==> config.mk <==
export PLATFORM = sky130hd
export DESIGN_NAME = edge_capture_unit
export DESIGN_NICKNAME = d
export VERILOG_FILES = /design/src/rtl/ecap_pkg.sv /design/src/rtl/ecap_sync.sv /design/src/rtl/ecap_mode_fsm.sv /design/src/rtl/ecap_prescaler.sv /design/src/rtl/edge_capture_unit.sv
export SDC_FILE = /design/constraint.sdc
export NUM_CORES = 1
export LEC_CHECK = 0
export BUFFER_PORTS_ARGS = -buffer_cell sky130_fd_sc_hd__clkbuf_2
export CAP_MARGIN = 20
export CORE_UTILIZATION = 25
export CTS_CLUSTER_SIZE = 10
export DETAILED_ROUTE_END_ITERATION = 6
export GPL_ROUTABILITY_DRIVEN = 0
export PLACE_DENSITY = 0.57
export RECOVER_POWER = 25
export SLEW_MARGIN = 20
export SYNTH_ARGS = -nofsm -noshare
export SYNTH_HDL_FRONTEND = slang
export SYNTH_SLANG_ARGS = --single-unit
==> constraint.sdc <==
create_clock -name clk -period 2 [get_ports clk]
set_clock_uncertainty 0.15 [all_clocks]
set_input_delay 0 -clock clk [delete_from_list [all_inputs] [get_ports clk]]
set_output_delay 0 -clock clk [all_outputs]
set_load 0.005 [all_outputs]
==> src/rtl/ecap_pkg.sv <==
package ecap_pkg;

    localparam int MODE_W = 4;

    typedef enum logic [2:0] {
        ST_OFF,
        ST_FALL,
        ST_RISE,
        ST_DIV4,
        ST_DIV16
    } cap_state_t;

    localparam logic [MODE_W-1:0] CODE_OFF   = 4'b0000;
    localparam logic [MODE_W-1:0] CODE_FALL  = 4'b0100;
    localparam logic [MODE_W-1:0] CODE_RISE  = 4'b0101;
    localparam logic [MODE_W-1:0] CODE_DIV4  = 4'b0110;
    localparam logic [MODE_W-1:0] CODE_DIV16 = 4'b0111;

    // Unlisted codes fall back to the OFF state.
    function automatic cap_state_t decode_mode(input logic [MODE_W-1:0] code);
        cap_state_t s;
        case (code)
            CODE_FALL:  s = ST_FALL;
            CODE_RISE:  s = ST_RISE;
            CODE_DIV4:  s = ST_DIV4;
            CODE_DIV16: s = ST_DIV16;
            default:    s = ST_OFF;
        endcase
        return s;
    endfunction

endpackage

==> src/rtl/ecap_sync.sv <==
module ecap_sync #(
    parameter int STAGES = 2
) (
    input  logic clk,
    input  logic rst_n,
    input  logic pin_async,
    output logic rise,
    output logic fall
);
    localparam int LAST = STAGES - 1;

    logic [STAGES-1:0] chain;
    logic              prev_lvl;
    logic              lvl;

    genvar g;
    generate
        for (g = 0; g < STAGES; g++) begin : g_stage
            if (g == 0) begin : g_first
                always_ff @(posedge clk or negedge rst_n) begin
                    if (!rst_n) chain[0] <= 1'b0;
                    else        chain[0] <= pin_async;
                end
            end else begin : g_next
                always_ff @(posedge clk or negedge rst_n) begin
                    if (!rst_n) chain[g] <= 1'b0;
                    else        chain[g] <= chain[g-1];
                end
            end
        end
    endgenerate

    assign lvl = chain[LAST];

    always_ff @(posedge clk or negedge rst_n) begin
        if (!rst_n) prev_lvl <= 1'b0;
        else        prev_lvl <= lvl;
    end

    assign rise = lvl & ~prev_lvl;
    assign fall = ~lvl & prev_lvl;
endmodule

==> src/rtl/ecap_mode_fsm.sv <==
module ecap_mode_fsm
    import ecap_pkg::*;
#(
    parameter int PS_W        = 4,
    parameter int DIV_LO_BITS = 2
) (
    input  logic              clk,
    input  logic              rst_n,
    input  logic              mode_we,
    input  logic [MODE_W-1:0] mode_wdata,
    input  logic              rise,
    input  logic              fall,
    input  logic [PS_W-1:0]   ps_cnt,
    output cap_state_t        state,
    output logic              fire
);
    cap_state_t state_q;
    cap_state_t state_d;

    // Next-state logic: any write selects the state for the written code.
    always_comb begin
        state_d = state_q;
        if (mode_we) state_d = decode_mode(mode_wdata);
    end

    // State register.
    always_ff @(posedge clk or negedge rst_n) begin
        if (!rst_n) state_q <= ST_OFF;
        else        state_q <= state_d;
    end

    // Output process: decide whether this cycle's edge is a capture event.
    always_comb begin
        fire = 1'b0;
        unique case (state_q)
            ST_OFF:   fire = 1'b0;
            ST_FALL:  fire = fall;
            ST_RISE:  fire = rise;
            ST_DIV4:  fire = rise && (&ps_cnt[DIV_LO_BITS-1:0]);
            ST_DIV16: fire = rise && (&ps_cnt);
            default:  fire = 1'b0;
        endcase
    end

    assign state = state_q;
endmodule

==> src/rtl/ecap_prescaler.sv <==
module ecap_prescaler
    import ecap_pkg::*;
#(
    parameter int PS_W = 4
) (
    input  logic            clk,
    input  logic            rst_n,
    input  cap_state_t      state,
    input  logic            rise,
    output logic [PS_W-1:0] cnt
);
    localparam logic [PS_W-1:0] ONE = {{(PS_W-1){1'b0}}, 1'b1};

    always_ff @(posedge clk or negedge rst_n) begin
        if (!rst_n)               cnt <= '0;
        else if (state == ST_OFF) cnt <= '0;
        else if (rise)            cnt <= cnt + ONE;
    end
endmodule

==> src/rtl/edge_capture_unit.sv <==
module edge_capture_unit
    import ecap_pkg::*;
#(
    parameter int TMR_W       = 16,
    parameter int SYNC_STAGES = 2,
    parameter int PS_W        = 4,
    parameter int DIV_LO_BITS = 2
) (
    input  logic              clk,
    input  logic              rst_n,
    input  logic [TMR_W-1:0]  timer_val,
    input  logic              cap_pin,
    input  logic              mode_we,
    input  logic [MODE_W-1:0] mode_wdata,
    input  logic              flag_clr,
    output logic [TMR_W-1:0]  cap_value,
    output logic              cap_flag
);
    logic            rise;
    logic            fall;
    logic            fire;
    logic [PS_W-1:0] ps_cnt;
    cap_state_t      state;
    logic            in_off;

    ecap_sync #(.STAGES(SYNC_STAGES)) u_sync (
        .clk       (clk),
        .rst_n     (rst_n),
        .pin_async (cap_pin),
        .rise      (rise),
        .fall      (fall)
    );

    ecap_mode_fsm #(.PS_W(PS_W), .DIV_LO_BITS(DIV_LO_BITS)) u_fsm (
        .clk        (clk),
        .rst_n      (rst_n),
        .mode_we    (mode_we),
        .mode_wdata (mode_wdata),
        .rise       (rise),
        .fall       (fall),
        .ps_cnt     (ps_cnt),
        .state      (state),
        .fire       (fire)
    );

    ecap_prescaler #(.PS_W(PS_W)) u_ps (
        .clk   (clk),
        .rst_n (rst_n),
        .state (state),
        .rise  (rise),
        .cnt   (ps_cnt)
    );

    assign in_off = (state == ST_OFF);

    // Capture register: a new event overwrites the old value.
    always_ff @(posedge clk or negedge rst_n) begin
        if (!rst_n)    cap_value <= '0;
        else if (fire) cap_value <= timer_val;
    end

    // Sticky flag: a capture wins over a clear in the same cycle.
    always_ff @(posedge clk or negedge rst_n) begin
        if (!rst_n)        cap_flag <= 1'b0;
        else if (fire)     cap_flag <= 1'b1;
        else if (flag_clr) cap_flag <= 1'b0;
    end
endmodule

==> results.ini <==
[floorplanning]
die_y_um = 69.1
start_util_pct = 25.9
design.core.area_sq_um = 4350
ios = 42
die-area_sq_um = 4780
die_w_um = 69.1
std_cell_rows = 24

[routing]
ant_nets = 0
viasPerCell = 4.16
via_count = 831
drc = 0
wirelength_mm = 2.36
wl_per_cell_um = 11.8
first_pass_iters = 4
drt_iter0_drc = 8

[sta]
rsz0062_at_grt = no
min_period_ns = 1.90
setup_tns_ns = 0
fmax_ghz = 0.526
slew_headroom_pct = 57.0
whs_ns = 0.152
slew_viol_final = 0
hold_violations = 0
finalSetupViolCount = 0
worst_slew_pin_slew_ns = 0.646
period_share_pct = 95.0

[worst_setup_path]
critical_path_required_ns = 2.00
startpoint_type = register
critPathTopFamily = simple AND/OR/NAND/NOR gates
slowest_delay_ns = 0.42
worstPathMaxFanout = 8
crit_path_end_kind = register
cp_num_buf_inv = 1
worstPathCellList = ha_2 > nand3b_1 > nor4_4 > nor3_4 > clkbuf_16 > mux2_4
worst-setup-path-type = reg2reg
cp.arrival_ns = 1.90
cp_slowest_cell = dfrtp_1

[place]
place.detailed.hpwl_mm = 1.50
placed_area_sq_um = 1400
io_buffers = 41

[grt]
grt_usage_pct = 10.5
grt_pass1_vias = 897
globalRoute.totalOverflow = 0
grt_pass1_wl_mm = 3.99
antenna_found_initial = 0
grt_max_degree = 28

[clock_tree]
cts_sinks = 27
clk_latency_ns = 0.27
cts_buffer_depth = 2
cts_root_buf = clkbuf_8
cts_max_level = 1
numCtsBuffers = 3
path_clk_slew_ns = 0.08
cts_tree = yes
post_cts_buffers = 0

[run_status]
status = finished, final reports clean

[final_layout]
drive_gt1_share_pct = 41.9
syn_to_final_growth_pct = 53.8
fin_util_pct = 39.8
final_cell_mix = clkbuf_2 (35), dfrtp_1 (27), dlygate4sd3_1 (26)
final_common_cell = clkbuf_2
fillers = 388
fin_nets = 175
final_area_sq_um = 1730
antennaDiodeCount = 0

[power_and_ir_drop]
p_leak_uw = 0.000823
peakVddDrop_uv = 421
power_density_nw_per_um2 = 846

[synthesis]
syn_inst = 76
ys_warn_count = 0
yosysSeqAreaShare_pct = 60.0
synth.distinct_cells = 23
syn_avg_cell_area_sq_um = 14.8
synth_area_sq_um = 1130
ys_seq_elements = 27
syn_nets = 102

[min_path]
hold_path.class = in2async

[run]
drv_cap = 0

## flip-flops by register name, summed over array words and instances, names as in the netlist
signal           flops
u_sync.lvl           1
u_sync.prev_lvl      1
cap_flag             1
u_sync.chain         1
u_fsm.state          3
cap_value           16
u_ps.cnt             4
## through the flow
stage	worst slack (ns)	std cells	power (uW)
global route	0.00259	200	1560
global placement	0.119	169	1130
floorplan	0.0303	76	948
CTS	0.0592	199	1490
detailed placement	0.0776	169	1140
finish	0.101	200	1460
## cells in the mapped netlist, drive strengths merged
cell	number	area, sq um
mux2i	1	10.0
nand3b	2	15.0
xor2	3	26.3
nand4	2	12.5
o21ai	4	20.0
and2b	1	10.0
nor2	4	15.0
ha	1	12.5
buf	1	20.0
dfrtp	27	676
nor3	2	21.3
nor2b	1	6.26
nand2	1	3.75
xnor2	1	8.76
inv	4	15.0
nor4	2	18.8
mux2	16	214
o2111a	1	11.3
nand3	2	10.0
## path summary, 6_finish.rpt
check,from,to,slack (ns),cells after the start
worst min-delay path,rst_n,cap_value[10],0.15,2
worst max-delay path,u_ps.cnt[0],cap_value[2],0.10,6
min in group clk,cap_pin,u_sync.chain[0],0.22,2
max in group asynchronous,rst_n,cap_value[12],1.13,2
worst max register to register,u_ps.cnt[0],cap_value[2],0.10,6
worst min register to register,u_sync.chain[0],u_sync.lvl,0.22,0
## cell type report
class                           instances  area (sq um)  share of cell area [%]
Tap cell                               52          65.1                    3.76
Clock inverter                          1          5.00                   0.289
Inverter                                4          15.0                   0.867
Clock buffer                            3          41.3                    2.38
Timing Repair Buffer                   69           503                    29.0
Multi-Input combinational cell         44           427                    24.6
Sequential cell                        27           676                    39.0
## where the power goes
| part | total (uW) | switching, uW | internal [uW] |
|---|---|---|---|
| clock | 297 | 158 | 139 |
| sequential | 763 | 83.0 | 680 |
| combinational | 404 | 137 | 268 |
| total | 1460 | 377 | 1090 |
## kinds of logic (layout without fill, tap and decap cells)
| family | Yosys count | in the layout | synth area share, % |
|---|---|---|---|
| flops | 27 | 27 | 60.0 |
| buf+inv | 5 | 77 | 3.11 |
| simple gates | 17 | 17 | 10.0 |
| mux | 17 | 17 | 19.9 |
| compound gates | 5 | 5 | 2.78 |
| fa+ha+maj | 1 | 1 | 1.11 |
| xor+xnor | 4 | 4 | 3.11 |
## what timing repair did
| action | in CTS | in global routing |
|---|---|---|
| gates resized for setup | 0 | 2 |
| hold endpoints to repair | 48 | 0 |
| setup endpoints to repair | 0 | 4 |
| hold buffers | 26 | 0 |
## routing by layer
layer	global-route usage, %	vias to the layer above	routed length, um
met2	20.3	27	1350
li1	-	411	-
met5	0	-	0
met1	10.8	391	887
met3	2.19	2	107
met4	4.08	0	12
(Power assumes the default switching activity.)
